==> config.mk <==
export PLATFORM = sky130hd
export DESIGN_NAME = commut4_seq
export DESIGN_NICKNAME = d
export VERILOG_FILES = /design/src/rtl/commut4_pkg.sv /design/src/rtl/commut4_timer.sv /design/src/rtl/commut4_pending.sv /design/src/rtl/commut4_gate_map.sv /design/src/rtl/commut4_seq.sv
export SDC_FILE = /design/constraint.sdc
export NUM_CORES = 1
export LEC_CHECK = 0
export ABC_AREA = 1
export BUFFER_PORTS_ARGS = -buffer_cell sky130_fd_sc_hd__buf_2
export CORE_ASPECT_RATIO = 2
export CORE_MARGIN = 4
export CORE_UTILIZATION = 57
export CTS_BUF_LIST = sky130_fd_sc_hd__clkbuf_16
export DETAILED_ROUTE_END_ITERATION = 6
export PLACE_DENSITY = 0.76
export SLEW_MARGIN = 20
export SYNTH_ARGS = -nofsm -noshare
export SYNTH_HDL_FRONTEND = slang
export SYNTH_SLANG_ARGS = --single-unit
==> constraint.sdc <==
create_clock -name clk -period 1.6 [get_ports clk]
set_input_delay 0.24 -clock clk [delete_from_list [all_inputs] [get_ports clk]]
set_output_delay 0.24 -clock clk [all_outputs]
set_load 0.03 [all_outputs]
==> src/rtl/commut4_pkg.sv <==
package commut4_pkg;

  localparam int NLINE = 3;

  typedef logic [1:0] line_t;

  typedef enum logic [2:0] {
    ST_IDLE = 3'd0,
    ST_S1   = 3'd1,
    ST_S2   = 3'd2,
    ST_S3   = 3'd3,
    ST_S4   = 3'd4
  } step_e;

  // One-hot selection vector for a line code (code 3 gives no line).
  function automatic logic [NLINE-1:0] line_onehot(line_t l);
    logic [NLINE-1:0] v;
    v = '0;
    for (int k = 0; k < NLINE; k++)
      if (l == line_t'(k)) v[k] = 1'b1;
    return v;
  endfunction

  // Gate pattern {fwd, rev} held in a given step.
  // src = outgoing line, dst = incoming line, pos = sampled current sign.
  function automatic logic [2*NLINE-1:0] gate_pattern(step_e st, line_t src,
                                                       line_t dst, logic pos);
    logic [NLINE-1:0] s, d, carry, fwd, rev;
    s = line_onehot(src);
    d = line_onehot(dst);
    carry = '0;
    fwd = '0;
    rev = '0;
    case (st)
      ST_IDLE: begin fwd = s; rev = s; end
      ST_S1:   carry = s;          // idle-direction device of src is off
      ST_S2:   carry = s | d;      // conducting device of dst joins
      ST_S3:   carry = d;          // conducting device of src leaves
      ST_S4:   begin fwd = d; rev = d; end
      default: begin fwd = s; rev = s; end
    endcase
    if (st inside {ST_S1, ST_S2, ST_S3}) begin
      if (pos) fwd = carry;
      else     rev = carry;
    end
    return {fwd, rev};
  endfunction

endpackage

==> src/rtl/commut4_timer.sv <==
module commut4_timer #(
  parameter int DW = 8
) (
  input  logic          clk,
  input  logic          rst_n,
  input  logic          reload,
  input  logic [DW-1:0] reload_val,
  output logic          expire
);

  logic [DW-1:0] cnt_q;

  always_ff @(posedge clk) begin
    if (!rst_n)                  cnt_q <= '0;
    else if (reload)             cnt_q <= reload_val;
    else if (cnt_q > DW'(1))     cnt_q <= cnt_q - DW'(1);
  end

  assign expire = (cnt_q <= DW'(1));

endmodule

==> src/rtl/commut4_pending.sv <==
module commut4_pending
  import commut4_pkg::*;
(
  input  logic  clk,
  input  logic  rst_n,
  input  logic  capture,
  input  line_t cap_line,
  input  logic  clear,
  output logic  pend_valid,
  output line_t pend_line
);

  always_ff @(posedge clk) begin
    if (!rst_n) begin
      pend_valid <= 1'b0;
      pend_line  <= '0;
    end else if (capture) begin
      pend_valid <= 1'b1;
      pend_line  <= cap_line;
    end else if (clear) begin
      pend_valid <= 1'b0;
    end
  end

endmodule

==> src/rtl/commut4_gate_map.sv <==
module commut4_gate_map
  import commut4_pkg::*;
(
  input  step_e            step,
  input  line_t            src,
  input  line_t            dst,
  input  logic             pos,
  output logic [NLINE-1:0] fwd,
  output logic [NLINE-1:0] rev
);

  always_comb begin
    {fwd, rev} = gate_pattern(step, src, dst, pos);
  end

endmodule

==> src/rtl/commut4_seq.sv <==
module commut4_seq
  import commut4_pkg::*;
#(
  parameter int DW = 8
) (
  input  logic          clk,
  input  logic          rst_n,
  input  logic          req_valid,
  input  logic [1:0]    req_phase,
  input  logic          cur_pos,
  input  logic [DW-1:0] dwell,
  output logic [2:0]    gate_fwd,
  output logic [2:0]    gate_rev,
  output logic          busy
);

  localparam line_t LINE_NONE = line_t'(NLINE);

  step_e         step_q;
  line_t         sel_q, tgt_q;
  logic          pos_q;
  logic [DW-1:0] dwell_q;

  logic          idle, expire, step_done, seq_end, accept_evt;
  logic          pend_valid, cand_valid, capture;
  line_t         pend_line, cand_line;
  logic [DW-1:0] dwell_eff, reload_val;
  logic          reload;

  assign idle       = (step_q == ST_IDLE);
  assign cand_valid = pend_valid | req_valid;
  assign cand_line  = pend_valid ? pend_line : line_t'(req_phase);
  assign accept_evt = idle && cand_valid && (cand_line != LINE_NONE)
                      && (cand_line != sel_q);
  assign step_done  = !idle && expire;
  assign seq_end    = step_done && (step_q == ST_S4);
  assign capture    = !idle && req_valid && (line_t'(req_phase) != LINE_NONE);

  assign dwell_eff  = (dwell == '0) ? DW'(1) : dwell;
  assign reload     = accept_evt || (step_done && !seq_end);
  assign reload_val = accept_evt ? dwell_eff : dwell_q;

  commut4_timer #(.DW(DW)) u_timer (
    .clk        (clk),
    .rst_n      (rst_n),
    .reload     (reload),
    .reload_val (reload_val),
    .expire     (expire)
  );

  commut4_pending u_pend (
    .clk        (clk),
    .rst_n      (rst_n),
    .capture    (capture),
    .cap_line   (line_t'(req_phase)),
    .clear      (idle),
    .pend_valid (pend_valid),
    .pend_line  (pend_line)
  );

  always_ff @(posedge clk) begin
    if (!rst_n) begin
      step_q  <= ST_IDLE;
      sel_q   <= '0;
      tgt_q   <= '0;
      pos_q   <= 1'b1;
      dwell_q <= DW'(1);
    end else if (accept_evt) begin
      step_q  <= ST_S1;
      tgt_q   <= cand_line;
      pos_q   <= cur_pos;
      dwell_q <= dwell_eff;
    end else if (seq_end) begin
      step_q  <= ST_IDLE;
      sel_q   <= tgt_q;
    end else if (step_done) begin
      case (step_q)
        ST_S1:   step_q <= ST_S2;
        ST_S2:   step_q <= ST_S3;
        default: step_q <= ST_S4;
      endcase
    end
  end

  commut4_gate_map u_map (
    .step (step_q),
    .src  (sel_q),
    .dst  (tgt_q),
    .pos  (pos_q),
    .fwd  (gate_fwd),
    .rev  (gate_rev)
  );

  assign busy = !idle;

endmodule

==> results.toml <==
[floorplanning]
core_area_sq_um = 2800
die_area_sq_um = 3930
io_pins = 21
start_util_pct = 59.8
rows = 27
die_x_um = 46.4
die_height_um = 84.7

[finish]
seqCellArea_sq_um = 557
fin_area_sq_um = 2160
antenna_cells = 0
fillers = 222
layout.nets = 300
multiInputGateArea_sq_um = 1050
drive_above_1_share_pct = 33.2
areaGrowthSynthToFinish_pct = 28.6

[global_routing]
grt_first_pass_wirelength_um = 7190
grt_max_degree = 15
grt_util_all_layers_pct = 24.3
antenna_found_initial = 0
grt_pass1_vias = 1740
grt_remaining_overflow = 0

[setup_path]
rr_worst_depth = 12
slowest_delay_ps = 360
start_kind = "flip-flop"
crit_fanout = 4
critPathKind = "flip-flop to output port"
cp_data_required_time_ps = 1360
cp_num_buf_inv = 3
r2r_start = "step_q[1]"
timing.rr.end = "u_timer.cnt_q[6]"
worst_path_dominant_cell_family = "flip-flops"
path_cells = "nor2_4 > inv_2 > nand2_4 > nand3_2 > o31ai_2 > inv_1 > o21ai_1 > buf_4"
reg2reg_slack_ps = -30
crit_slowest_cell = "dfxtp_4"
end_kind = "output port"
cp.arrival_ps = 1430

[clock_tree]
cts_tree = "done"
worstSkewPairLatency_ps = 260
clock_path_buffers = 2
cts.sinks = 27
cts_buffers = 3
h-tree-depth = 1
cts_root_buffer = "clkbuf_16"
path_clk_slew_ps = 60

[drt]
vias = 1751
drtIter0Drc = 60
dr.pass1.iters = 4
antenna_left = 0
vias_per_cell = 5.61
avgRoutedWirePerCell_um = 14.7
drc = 0
drt-total-wl_um = 4570

[pwr]
power.total_mw = 3.18
leakage_nw = 0.991
peakVddDrop_mv = 0.931
powerDensity_nw_per_um2 = 1470

[logic_synthesis]
ys_ff_latch = 27
synth_cell_type_count = 31
synth.avg_cell_area_sq_um = 6.79
synth.net_count = 263
yosysWarnings = 0
synth_area_sq_um = 1680
synth_seq_area_share_pct = 32.2
netlist_instances = 247

[sta]
relSlewSlack_pct = 72.9
fin_ws_ps = -74.4
period_share_pct = 105
final_max_slew_viol_count = 0
skew_ps = 6.14
rsz0062_at_grt = "yes"
final_hold_viol_count = 0
fmax_ghz = 0.597
setup_viol = 11
min_period_ps = 1670
tns_ps = -473
worstMarginPinSlew_ps = 405

[place]
dp_hpwl_um = 3250
port_buffers = 20
routabilityCongestion = 0.898
placed_cell_area_sq_um = 1880

[run]
drv_cap = 0

[min_path]
worstHoldEndpoint = "pos_q"
holdPathStages = 3
hold_path.class = "input port to flip-flop"
hp-start = "cur_pos"

[status]
violations = "setup timing"
status = "finished with violations"
==> synthesized netlist by cell type (all sizes together) <==
| cell type | count | area share (%) |
|---|---|---|
| nand2 | 60 | 18 |
| inv | 38 | 8.5 |
| nor2 | 33 | 8.6 |
| nand3 | 31 | 9.2 |
| dfxtp | 27 | 32 |
| a21oi | 16 | 4.8 |
| o21ai | 14 | 4.4 |
| o211ai | 4 | 1.8 |
| a211oi | 3 | 1.6 |
| buf | 3 | 2.3 |
| o31ai | 3 | 1.3 |
| xnor2 | 3 | 1.6 |
| a32oi | 2 | 1.0 |
| clkbuf | 2 | 0.45 |
| ha | 2 | 1.5 |
| nand4 | 2 | 0.75 |
| clkinv | 1 | 0.52 |
| nand3b | 1 | 0.45 |
| o32ai | 1 | 0.52 |
| xor2 | 1 | 0.52 |
==> flip-flops by register name, summed over array words and instances, names as in the netlist <==
signal and count:
pos_q 1, sel_q 2, dwell_q 8, u_pend.pend_valid 1
u_timer.cnt_q 8, tgt_q 2, u_pend.pend_line 2, step_q 3
==> how the worst max path moves through the flow <==
stage              start  slack (ps)  depth (start not counted)          end
3_3_place_gp   step_q[0]          60                          6  gate_fwd[1]
2_1_floorplan  step_q[1]        -170                          6  gate_fwd[0]
5_1_grt         sel_q[0]        -170                          6  gate_fwd[0]
6_report       step_q[1]         -70                          8  gate_fwd[0]
4_1_cts        step_q[0]         -40                          6  gate_rev[0]
3_5_place_dp   step_q[0]          20                          6  gate_fwd[1]
==> layer usage <==
metal  part of all wire [%]  GRT usage (%)  wire length (um)  vias up
met2                     59           47.6              2690       49
met5                      0              0                 0        -
li1                       -              -                 -      878
met4                    4.2           11.1               190        0
met1                     34           22.5              1560      809
met3                    2.8           1.93               130       15
==> area by class of cell <==
cell class / count / area share [%]
Clock buffer: 3 / 3.48
Clock inverter: 1 / 0.174
Inverter: 39 / 7.01
Multi-Input combinational cell: 176 / 48.9
Sequential cell: 27 / 25.8
Tap cell: 29 / 1.68
Timing Repair Buffer: 37 / 13.0
==> cells in the final DEF (no fill, tap or decap), types with 2 or more instances in the layout <==
master	Yosys	routed
inv_2	2	4
nand2_1	45	41
clkbuf_16	0	3
nand2_2	11	13
a21oi_2	0	4
a21oi_1	16	12
dfxtp_1	27	20
nor2_1	29	26
nor2_4	2	3
buf_6	1	6
buf_2	0	13
xnor2_1	3	3
nand2_4	2	3
nand4_1	2	2
o211ai_1	4	4
nand3_1	31	26
nor2_2	2	4
nand2_8	2	3
ha_1	2	2
dfxtp_4	0	3
inv_1	36	35
a32oi_1	2	2
buf_4	1	17
o21ai_0	12	5
nand3_2	0	5
dfxtp_2	0	4
a211oi_1	2	2
o21ai_1	1	7
o31ai_2	0	3
==> metrics by stage <==
step	setup slack, ps	hold WS (ps)	util (%)	std cells
finish	-74.4	217	77.0	312
global route	-169	241	77.0	312
CTS	-38.8	232	73.1	311
detailed placement	20.9	446	67.0	304
global placement	61.5	444	67.0	304
floorplan	-170	385	-	247
==> cell families after synthesis <==
logic type	count (synthesis)	synth area share [%]
AO/OA/AOI/OAI	43	15.5
buffers and inverters	44	11.8
AND/OR/NAND/NOR	127	36.9
flip-flops	27	32.2
XOR/XNOR	4	2.09
adder cells (fa/ha/maj)	2	1.49
==> what timing repair did <==
item / CTS / global route
buffers inserted: 3 / 1
cloned: 0 / 0
hold buffers: 0 / 0
gates resized for setup: 27 / 32
hold endpoints to repair: 0 / 0
pin swaps: 4 / 5
endpoints found under the setup margin: 6 / 18
==> worst reg2reg max path, stage by stage (launching register included) <==
cell      delay [ps]
dfxtp_4          360
nor2_4           170
buf_4            150
buf_6            110
nand2_4           50
nor2_4            80
nand2_2           60
clkinv_4          60
nand2_8           90
buf_12           160
nand2_1           70
nand3_1           90
a21oi_1          120
==> report_power, final <==
part / leakage, nW / internal, mW / switching (mW)
sequential: 0.226 / 0.812 / 0.108
clock: 0.0423 / 0.335 / 0.226
combinational: 0.722 / 0.703 / 0.991
Power figures use the tool's default switching activity.
